===== src/rtl/i2c_xlat_pkg.sv =====
package i2c_xlat_pkg;
    localparam int ADDR_W = 7;

    typedef logic [ADDR_W-1:0] addr7_t;

    typedef enum logic [1:0] {
        HIT_NONE,
        HIT_LOCAL,
        HIT_REMOTE
    } hit_e;

    typedef enum logic [2:0] {
        ST_IDLE,
        ST_ADDR,
        ST_HOLD,
        ST_RELEASE,
        ST_ACK,
        ST_SKIP
    } st_e;

    typedef struct packed {
        logic   valid;
        addr7_t alias_id;
        addr7_t real_id;
    } alias_ent_t;
endpackage


===== src/rtl/i2c_xlat_cond.sv =====
module i2c_xlat_cond (
    input  logic clk,
    input  logic rst_n,
    input  logic scl_i,
    input  logic sda_i,
    output logic start_p,
    output logic stop_p,
    output logic rise_p,
    output logic fall_p
);
    typedef struct packed {
        logic scl;
        logic sda;
    } line_t;

    line_t line_d, line_q;

    always_comb begin
        line_d.scl = scl_i;
        line_d.sda = sda_i;
        start_p = scl_i & line_q.scl & line_q.sda & ~sda_i;
        stop_p  = scl_i & line_q.scl & ~line_q.sda & sda_i;
        rise_p  = scl_i & ~line_q.scl;
        fall_p  = ~scl_i & line_q.scl;
    end

    always_ff @(posedge clk or negedge rst_n) begin
        if (!rst_n) line_q <= '{scl: 1'b1, sda: 1'b1};
        else        line_q <= line_d;
    end
endmodule


===== src/rtl/i2c_xlat_regs.sv =====
module i2c_xlat_regs
    import i2c_xlat_pkg::*;
#(
    parameter int     N_ENTRIES = 8,
    parameter addr7_t OWN_RESET = 7'h60,
    localparam int    REG_AW    = $clog2(N_ENTRIES) + 1,
    localparam int    IDX_W     = REG_AW - 1,
    localparam int    REG_DW    = 2 * ADDR_W + 1
) (
    input  logic                         clk,
    input  logic                         rst_n,
    input  logic                         reg_we,
    input  logic [REG_AW-1:0]            reg_addr,
    input  logic [REG_DW-1:0]            reg_wdata,
    input  logic                         link_lock,
    input  addr7_t                       remote_bridge_id,
    output logic                         pass_en,
    output addr7_t                       own_addr,
    output addr7_t                       bridge_id,
    output addr7_t                       bridge_alias,
    output logic                         bridge_ok,
    output alias_ent_t [N_ENTRIES-1:0]   ent
);
    typedef struct packed {
        logic                       pass_en;
        addr7_t                     own;
        addr7_t                     bid;
        logic                       bid_set;
        addr7_t                     balias;
        logic                       balias_v;
        logic                       lock_prev;
        alias_ent_t [N_ENTRIES-1:0] ent;
    } regs_t;

    regs_t r_d, r_q;

    always_comb begin
        r_d           = r_q;
        r_d.lock_prev = link_lock;
        if (link_lock && !r_q.lock_prev) begin
            r_d.bid     = remote_bridge_id;
            r_d.bid_set = 1'b1;
        end
        if (reg_we) begin
            if (reg_addr[REG_AW-1]) begin
                for (int i = 0; i < N_ENTRIES; i++) begin
                    if (reg_addr[IDX_W-1:0] == IDX_W'(i)) begin
                        r_d.ent[i].real_id  = reg_wdata[ADDR_W-1:0];
                        r_d.ent[i].alias_id = reg_wdata[2*ADDR_W-1:ADDR_W];
                        r_d.ent[i].valid    = reg_wdata[2*ADDR_W];
                    end
                end
            end else if (reg_addr == REG_AW'(0)) begin
                r_d.pass_en = reg_wdata[0];
            end else if (reg_addr == REG_AW'(1)) begin
                r_d.own = reg_wdata[ADDR_W-1:0];
            end else if (reg_addr == REG_AW'(2)) begin
                r_d.bid     = reg_wdata[ADDR_W-1:0];
                r_d.bid_set = 1'b1;
            end else if (reg_addr == REG_AW'(3)) begin
                r_d.balias   = reg_wdata[2*ADDR_W-1:ADDR_W];
                r_d.balias_v = reg_wdata[2*ADDR_W];
            end
        end
    end

    always_ff @(posedge clk or negedge rst_n) begin
        if (!rst_n) begin
            r_q     <= '0;
            r_q.own <= OWN_RESET;
        end else begin
            r_q <= r_d;
        end
    end

    assign pass_en      = r_q.pass_en;
    assign own_addr     = r_q.own;
    assign bridge_id    = r_q.bid;
    assign bridge_alias = r_q.balias;
    assign bridge_ok    = r_q.bid_set & r_q.balias_v;
    assign ent          = r_q.ent;
endmodule


===== src/rtl/i2c_xlat_match.sv =====
module i2c_xlat_match
    import i2c_xlat_pkg::*;
#(
    parameter int N_ENTRIES = 8
) (
    input  addr7_t                     addr,
    input  addr7_t                     own_addr,
    input  logic                       pass_en,
    input  logic                       bridge_ok,
    input  addr7_t                     bridge_id,
    input  addr7_t                     bridge_alias,
    input  alias_ent_t [N_ENTRIES-1:0] ent,
    output hit_e                       hit,
    output addr7_t                     target
);
    logic [N_ENTRIES-1:0] ent_hit;

    for (genvar g = 0; g < N_ENTRIES; g++) begin : g_cmp
        assign ent_hit[g] = ent[g].valid && (ent[g].alias_id == addr);
    end

    always_comb begin
        addr7_t ent_tgt;
        logic   any_ent;
        ent_tgt = '0;
        any_ent = 1'b0;
        for (int i = N_ENTRIES - 1; i >= 0; i--) begin
            if (ent_hit[i]) begin
                ent_tgt = ent[i].real_id;
                any_ent = 1'b1;
            end
        end

        hit    = HIT_NONE;
        target = '0;
        if (addr == own_addr) begin
            hit = HIT_LOCAL;
        end else if (pass_en) begin
            if (bridge_ok && (addr == bridge_alias)) begin
                hit    = HIT_REMOTE;
                target = bridge_id;
            end else if (any_ent) begin
                hit    = HIT_REMOTE;
                target = ent_tgt;
            end
        end
    end
endmodule


===== src/rtl/i2c_xlat.sv =====
module i2c_xlat
    import i2c_xlat_pkg::*;
#(
    parameter int     N_ENTRIES = 8,
    parameter addr7_t OWN_RESET = 7'h60,
    localparam int    REG_AW    = $clog2(N_ENTRIES) + 1,
    localparam int    REG_DW    = 2 * ADDR_W + 1
) (
    input  logic              clk,
    input  logic              rst_n,
    input  logic              scl_i,
    input  logic              sda_i,
    output logic              scl_oe,
    output logic              sda_oe,
    input  logic              reg_we,
    input  logic [REG_AW-1:0] reg_addr,
    input  logic [REG_DW-1:0] reg_wdata,
    input  logic              link_lock,
    input  logic [6:0]        remote_bridge_id,
    output logic              fwd_req,
    output logic [6:0]        fwd_addr,
    output logic              fwd_rw,
    input  logic              fwd_ack,
    input  logic              fwd_nack
);
    localparam int SH_W  = ADDR_W + 1;
    localparam int CNT_W = $clog2(SH_W + 1);
    localparam logic [CNT_W-1:0] BITS = CNT_W'(SH_W);

    typedef struct packed {
        st_e             st;
        logic [CNT_W-1:0] cnt;
        logic [SH_W-1:0] sh;
        logic            scl_oe;
        logic            sda_oe;
        logic            req;
        addr7_t          tgt;
        logic            rw;
    } fsm_t;

    fsm_t s_d, s_q;

    logic start_p, stop_p, rise_p, fall_p;
    logic pass_en, bridge_ok;
    addr7_t own_addr, bridge_id, bridge_alias, tgt;
    alias_ent_t [N_ENTRIES-1:0] ent;
    hit_e hit;

    i2c_xlat_cond u_cond (
        .clk     (clk),
        .rst_n   (rst_n),
        .scl_i   (scl_i),
        .sda_i   (sda_i),
        .start_p (start_p),
        .stop_p  (stop_p),
        .rise_p  (rise_p),
        .fall_p  (fall_p)
    );

    i2c_xlat_regs #(
        .N_ENTRIES (N_ENTRIES),
        .OWN_RESET (OWN_RESET)
    ) u_regs (
        .clk              (clk),
        .rst_n            (rst_n),
        .reg_we           (reg_we),
        .reg_addr         (reg_addr),
        .reg_wdata        (reg_wdata),
        .link_lock        (link_lock),
        .remote_bridge_id (remote_bridge_id),
        .pass_en          (pass_en),
        .own_addr         (own_addr),
        .bridge_id        (bridge_id),
        .bridge_alias     (bridge_alias),
        .bridge_ok        (bridge_ok),
        .ent              (ent)
    );

    i2c_xlat_match #(
        .N_ENTRIES (N_ENTRIES)
    ) u_match (
        .addr         (s_q.sh[SH_W-1:1]),
        .own_addr     (own_addr),
        .pass_en      (pass_en),
        .bridge_ok    (bridge_ok),
        .bridge_id    (bridge_id),
        .bridge_alias (bridge_alias),
        .ent          (ent),
        .hit          (hit),
        .target       (tgt)
    );

    always_comb begin
        s_d = s_q;
        unique case (s_q.st)
            ST_ADDR: begin
                if (rise_p && (s_q.cnt != BITS)) begin
                    s_d.sh  = {s_q.sh[SH_W-2:0], sda_i};
                    s_d.cnt = s_q.cnt + 1'b1;
                end else if (fall_p && (s_q.cnt == BITS)) begin
                    unique case (hit)
                        HIT_LOCAL: begin
                            s_d.sda_oe = 1'b1;
                            s_d.st     = ST_ACK;
                        end
                        HIT_REMOTE: begin
                            s_d.scl_oe = 1'b1;
                            s_d.req    = 1'b1;
                            s_d.tgt    = tgt;
                            s_d.rw     = s_q.sh[0];
                            s_d.st     = ST_HOLD;
                        end
                        default: s_d.st = ST_SKIP;
                    endcase
                end
            end
            ST_HOLD: begin
                if (fwd_ack) begin
                    s_d.req    = 1'b0;
                    s_d.sda_oe = ~fwd_nack;
                    s_d.st     = ST_RELEASE;
                end
            end
            ST_RELEASE: begin
                s_d.scl_oe = 1'b0;
                s_d.st     = ST_ACK;
            end
            ST_ACK: begin
                if (fall_p) begin
                    s_d.sda_oe = 1'b0;
                    s_d.st     = ST_SKIP;
                end
            end
            default: ;
        endcase

        if (start_p || stop_p) begin
            s_d.st     = start_p ? ST_ADDR : ST_IDLE;
            s_d.cnt    = '0;
            s_d.scl_oe = 1'b0;
            s_d.sda_oe = 1'b0;
            s_d.req    = 1'b0;
        end
    end

    always_ff @(posedge clk or negedge rst_n) begin
        if (!rst_n) begin
            s_q    <= '0;
            s_q.st <= ST_IDLE;
        end else begin
            s_q <= s_d;
        end
    end

    assign scl_oe   = s_q.scl_oe;
    assign sda_oe   = s_q.sda_oe;
    assign fwd_req  = s_q.req;
    assign fwd_addr = s_q.tgt;
    assign fwd_rw   = s_q.rw;
endmodule


===== config.mk =====
export PLATFORM = sky130hd
export DESIGN_NAME = i2c_xlat
export DESIGN_NICKNAME = d
export VERILOG_FILES = /design/src/rtl/i2c_xlat_pkg.sv /design/src/rtl/i2c_xlat_cond.sv /design/src/rtl/i2c_xlat_regs.sv /design/src/rtl/i2c_xlat_match.sv /design/src/rtl/i2c_xlat.sv
export SDC_FILE = /design/constraint.sdc
export NUM_CORES = 1
export LEC_CHECK = 0
export BUFFER_PORTS_ARGS = -buffer_cell sky130_fd_sc_hd__buf_2
export CAP_MARGIN = 20
export CORE_MARGIN = 3
export CORE_UTILIZATION = 58
export CTS_BUF_LIST = sky130_fd_sc_hd__clkbuf_4 sky130_fd_sc_hd__clkbuf_8
export DETAILED_ROUTE_END_ITERATION = 7
export PLACE_DENSITY = 0.79
export RECOVER_POWER = 50
export SYNTH_ARGS = -nofsm -noshare
export SYNTH_HDL_FRONTEND = slang
export SYNTH_HIERARCHICAL = 1
export SYNTH_SLANG_ARGS = --single-unit

===== constraint.sdc =====
create_clock -name clk -period 2.97 [get_ports clk]
set_clock_uncertainty 0.15 [all_clocks]
set_input_delay 0.1485 -clock clk [delete_from_list [all_inputs] [get_ports clk]]
set_output_delay 0.1485 -clock clk [all_outputs]
set_load 0.005 [all_outputs]

# Word level (Yosys, flattened, before mapping)
# Index checks and enable logic that the tools add are counted.
# word_totals
elab_cells,187
reg_bits,173
# op_classes
bitwise_logic,18
mux,53
n_reduce_logical,40
add_sub_neg,1
eq_ne,34
# ops
cell,n
7-bit 2-to-1 mux,13
7-bit equality test,10
16-bit 2-to-1 mux,4
8-bit 2-to-1 mux,4
3-bit AND reduction,9
12-bit 2-to-1 mux,2
11-bit 2-to-1 mux,2
"3-bit equality test, second input constant",5
3-bit 2-to-1 mux,5
"3-bit by 2-bit equality test with 1-bit output, second input constant",4
1-bit logical AND,12
1-bit 2-to-1 mux,12
"3-bit inequality test, second input constant",4
3-bit one-hot mux with 4 select lines,1
4-bit AND reduction,3
6-bit AND reduction,2
2-bit 2-to-1 mux,5
1-bit NOT,10
5-bit AND reduction,2
9-bit 2-to-1 mux,1
1-bit bitwise AND,8
"4-bit by 2-bit equality test with 1-bit output, second input constant",2
"3-bit by 1-bit equality test with 1-bit output, second input constant",2
"3-bit by 2-bit inequality test with 1-bit output, second input constant",2
other kinds (18),22

# Logic depth before layout (Yosys ltp)
# depth
word_depth,20
ltp_mapped,13
ltp_nobuf,11

# Modules after synthesis
# Netlist, hierarchy kept.
# by_module_without_submodules
module,cells_per_inst,instances,seq_area_each_um2,area_per_inst_um2
i2c_xlat_regs,477,1,3631.0,6662.6
i2c_xlat_match,205,1,0.0,1455.1
i2c_xlat,124,1,650.6,1418.9
i2c_xlat_cond,6,1,52.6,85.1

# Worst setup path before layout
# OpenSTA, ideal clock, no wires.
# synth_timing
path_kind,register -> register
start,register s_q[15] (netlist name)
end,register s_q[23] (netlist name)
path_slack_ps,86
path_buffers,1
arrival_ps,2614
stages_incl_launch_ff,12
setup_time_ps,120
cell_sequence,dfrtp_1 -> buf_6 -> xor2_1 -> nor4_2 -> nand4_1 -> and3_4 -> a41oi_1 -> ha_1 -> o21bai_1 -> a221oi_1 -> o21ai_0 -> a31o_2
# synth_between
elab_chain_cells,20
word_cells_on_any_way,38
# synth_lines
item,line,rtl
start: declaration,i2c_xlat.sv:41,"fsm_t s_d, s_q;"
7-bit equality test,i2c_xlat_match.sv:19,assign ent_hit[g] = ent[g].valid && (ent[g].alias_id == addr);
1-bit logical AND,i2c_xlat_match.sv:19,
1-bit 2-to-1 mux (8 in series),i2c_xlat_match.sv:28,if (ent_hit[i]) begin
2-bit 2-to-1 mux,i2c_xlat_match.sv:42,end else if (any_ent) begin
2-bit 2-to-1 mux,i2c_xlat_match.sv:39,if (bridge_ok && (addr == bridge_alias)) begin
2-bit 2-to-1 mux,i2c_xlat_match.sv:38,end else if (pass_en) begin
2-bit 2-to-1 mux (*),i2c_xlat_match.sv:36,if (addr == own_addr) begin
named net hit[1],i2c_xlat.sv:47,hit_e hit;
2-bit equality test / 2-bit by 1-bit equality test with 1-bit output (equally long branches),i2c_xlat.sv:101,unique case (hit)
3-bit one-hot mux with 2 select lines (*),i2c_xlat.sv:101,
3-bit 2-to-1 mux (*),i2c_xlat.sv:100,end else if (fall_p && (s_q.cnt == BITS)) begin
3-bit 2-to-1 mux (*),i2c_xlat.sv:97,if (rise_p && (s_q.cnt != BITS)) begin
3-bit one-hot mux with 4 select lines (*),i2c_xlat.sv:95,unique case (s_q.st)
7-bit 2-to-1 mux (*),i2c_xlat.sv:137,if (start_p || stop_p) begin
# Mark *: on every way through the listed nets, which the timed path passes. The rest lies on a longest branch. The select of a mux whose other input is x is not followed.
# A chain may end at the register's enable or synchronous reset.

# Worst setup path after layout
# layout_timing
start,register s_q[12] (netlist name)
end,"register s_q, in the netlist sda_oe"
# layout_between
elab_chain_cells,17
word_cells_on_any_way,34
# layout_lines
item,line
7-bit equality test,i2c_xlat_match.sv:19
1-bit logical AND,i2c_xlat_match.sv:19
1-bit 2-to-1 mux (8 in series),i2c_xlat_match.sv:28
2-bit 2-to-1 mux,i2c_xlat_match.sv:42
2-bit 2-to-1 mux,i2c_xlat_match.sv:39
2-bit 2-to-1 mux,i2c_xlat_match.sv:38
2-bit 2-to-1 mux (*),i2c_xlat_match.sv:36
named net hit[1],i2c_xlat.sv:47
2-bit by 1-bit equality test with 1-bit output (*),i2c_xlat.sv:101
3-bit by 2-bit inequality test with 1-bit output (no source line) (*),-
6-bit AND reduction (no source line) (*),-
# Mark *: on every way through the listed nets, which the timed path passes. The rest lies on a longest branch.

==> flow_summary.toml <==
[placement]
gp_congestion = 0.9177
placed_cell_area_mm2 = 0.009075
dpl.cell_count = 926
numPortBuffers = 44
dp_hpwl_um = 13920

[timing]
slew_violations = 70
fmax_ghz = 0.3387
period_share_pct = 99.40
period_minus_slack_ns = 2.952
hold_violations = 0
tightest_slew_ns = 1.747
max_slew_margin_pct = -16.45
setup_viol = 0
grt_setup_unrepaired = "yes"

[pwr]
p_seq_share_pct = 45.5
pwr-share-clk_pct = 24.9
swShare_pct = 30.95
p_per_area_mw_per_mm2 = 724.6
p_comb_share_pct = 29.7
internal_power_w = 0.005045
irDropWorstVdd_v = 0.0005977
p_switching_w = 0.002261
p_leak_nw = 4.384

[route]
wl_um = 20150
drt_iter0_drc = 472
detail_route.vias_per_cell = 5.780
drc = 0
first_pass_iters = 5
vias = 5797
wire_per_inst_um = 20.09
ant_nets = 0

[status]
outcome = "finished with violations"
violations = "max-capacitance violations, max-slew violations"

[hold_path]
worstHoldPathType = "primary input to register"
min_path_cells = 3

[floorplan]
die_w_um = 134.8
core_mm2 = 0.01606
die_area_mm2 = 0.01817
rows = 46
initial_core_util_pct = 59.92
io_pins = 45
die_h_um = 134.8

[finish]
drive_above_1_share_pct = 40.79
multi_input_area_mm2 = 0.004036
fin_cells = 1003
diodes = 0
fillCellCount = 1197
syn_to_final_growth_pct = 4.786
final_cell_mix = "164 x dfrtp_1, 155 x mux2_2, 41 x xnor2_1"
final_common_cell = "dfrtp_1"
regArea_mm2 = 0.004340
final_area_mm2 = 0.01008
nets = 813

[clock_network]
tritoncts = "yes"
cts_buffer_depth = 2
cts_made_buffers = 17
path_clk_slew_ns = 0.09
clk_latency_ns = 0.45
cts.sinks = 173
cts_root_buffer = "clkbuf_8"
htreeDepth = 4

[worst_setup_path]
end_kind = "register"
path_cells = "buf_12 > xor2_1 > nor4_2 > nand2_1 > and3_4 > a41oi_2 > buf_6 > inv_2 > ha_4 > and2_1 > a311o_1 > a21oi_2 > a311oi_2"
reg2reg_setup_slack_ns = 0.02
cp_slowest_cell = "dfrtp_2"
crit_path_start_kind = "register"
cp_max_fo = 4
crit_type = "register to register"
r2r_cells = 13
critPathArrivalTime_ns = 3.12
worstPathRequired_ns = 3.14
max_stage_delay_ns = 0.46

[global_route]
grt.overflow.total = 0
grt_usage_pct = 22.95
grt_pass1_wl_um = 32830
antenna_found_initial = 0
grt_pass1_vias = 6268
grt_max_degree = 73

[flow_run]
drv_cap = 1

[yosys]
ys.flop_type = "dfrtp_1"
yosys_warnings = 6
synth_nets = 851
syn_area_mm2 = 0.009622
ys_types = 65
synthArstFlopShare_pct = 100.0
postSynthCellCount = 812
avgSynthCellArea_um2 = 11.85
synth-edff-count = 0
synth-seq-cells = 173
synth-seq-area-share_pct = 45.05
==> layout make-up <==
type / count / share of cell area, %
Clock buffer: 21 / 2.681
Clock inverter: 11 / 1.663
Inverter: 10 / 0.3723
Multi-Input combinational cell: 446 / 40.03
Sequential cell: 173 / 43.05
Tap cell: 216 / 2.681
Timing Repair Buffer: 126 / 9.518
==> registers in the layout, indices dropped and copies added (netlist names) <==
name                 count
u_regs/own_addr          7
fwd_rw                   1
scl_oe                   1
u_cond/line_q            2
sda_oe                   1
u_regs/ent             120
u_regs/bridge_id         7
s_q                     15
fwd_req                  1
u_regs/bridge_alias      7
u_regs/pass_en           1
fwd_addr                 7
u_regs/r_q               3
==> through the flow <==
step / util, % / hold slack, ns / setup WS, ns / setup TNS, ns / power (W)
4_1_cts: 62.10 / 0.04027 / 0.004400 / 0 / 0.007191
3_3_place_gp: 56.51 / 0.03272 / -0.04424 / -0.04424 / 0.005123
2_1_floorplan: - / -0.2971 / 0.08602 / 0 / 0.005228
6_report: 62.79 / 0.06218 / 0.01784 / 0 / 0.007306
3_5_place_dp: 56.51 / 0.04977 / -0.1760 / -0.1796 / 0.005246
5_1_grt: 62.79 / 0.05929 / -0.1121 / -0.2587 / 0.007694
==> layer usage <==
| metal | wire length (um) | up-vias | GRT usage (%) |
|---|---|---|---|
| li1 | - | 2603 | - |
| met1 | 8898 | 2998 | 30.92 |
| met2 | 10060 | 165 | 38.16 |
| met3 | 852 | 31 | 4.694 |
| met4 | 336 | 0 | 6.109 |
| met5 | 0 | - | 0 |
==> power groups by stage <==
stage               combinational (W)  clock, W  sequential [W]
floorplan                     0.00210         0         0.00313
global placement              0.00181         0         0.00331
detailed placement            0.00189         0         0.00336
CTS                           0.00204   0.00184         0.00331
global route                  0.00236   0.00194         0.00339
finish                        0.00217   0.00182         0.00332
==> worst max-delay path, delay by kind of cell (launching register included) <==
kind,cells,cell delay [ns]
fa+ha+maj,1,0.14
buf+inv,3,0.34
compound gates,4,0.79
flops,1,0.46
xor+xnor,1,0.17
simple gates,4,0.77
==> Yosys cell counts, drive strengths merged (2+ instances only) <==
master,count,area share (%)
and4b,3,0.33
buf,180,14
mux2,166,20
a21oi,5,0.26
a211o,3,0.27
dfrtp,169,44
and4,3,0.27
a41oi,2,0.18
a22oi,2,0.16
nor2b,2,0.13
o221ai,6,0.55
xnor2,42,3.8
xor2,31,2.8
nand4,14,0.91
nand3b,12,0.94
o21ai,8,0.42
dfstp,4,1.1
nand3,13,0.94
clkbuf,3,0.12
a31oi,5,0.33
a311oi,5,0.46
nor2,22,0.88
a211oi,4,0.31
inv,10,0.39
nand2,33,1.3
o31ai,2,0.16
nor3,8,0.52
and2,5,0.33
nand2b,5,0.40
nor4,7,0.59
o211ai,2,0.16
a31o,4,0.36
or3,2,0.13
nor4b,2,0.18
a32o,2,0.21
nor3b,4,0.43
a311o,2,0.21
ha,5,0.65
or2,2,0.13
o21bai,2,0.16
==> path summary, 6_finish.rpt <==
check / startpoint / end
hold reg to reg: u_regs/r_q[129]$_DFF_PN0_ / u_regs/r_q[129]$_DFF_PN0_
max in group asynchronous: rst_n / u_regs/ent[34]$_DFFE_PN0P_
min in group asynchronous: rst_n / s_q[11]$_DFFE_PN0P_
setup reg to reg: s_q[12]$_DFFE_PN0P_ / sda_oe$_DFFE_PN0P_
hold / removal: reg_addr[0] / u_regs/pass_en$_DFFE_PN0P_
setup / recovery: s_q[12]$_DFFE_PN0P_ / sda_oe$_DFFE_PN0P_
==> repair_timing <==
action | 4_1_cts | 5_1_grt
resized for setup | 11 | 17
buffers inserted | 6 | 3
pin swaps | 12 | 13
endpoints found under the setup margin | 2 | 3
endpoints found under the hold margin | 217 | 0
hold buffers | 36 | 0
==> cells by family (layout without fill, tap and decap cells) <==
kind of cell | Yosys count | count (layout) | share of synthesized area, %
XOR/XNOR | 73 | 73 | 6.645
AND/OR/NAND/NOR | 141 | 141 | 8.778
buffers and inverters | 193 | 168 | 14.25
flip-flops | 173 | 173 | 45.05
AO/OA/AOI/OAI | 60 | 60 | 4.707
adder cells (fa/ha/maj) | 5 | 5 | 0.6502
multiplexers | 167 | 167 | 19.92
Power figures use the tool's default switching activity.
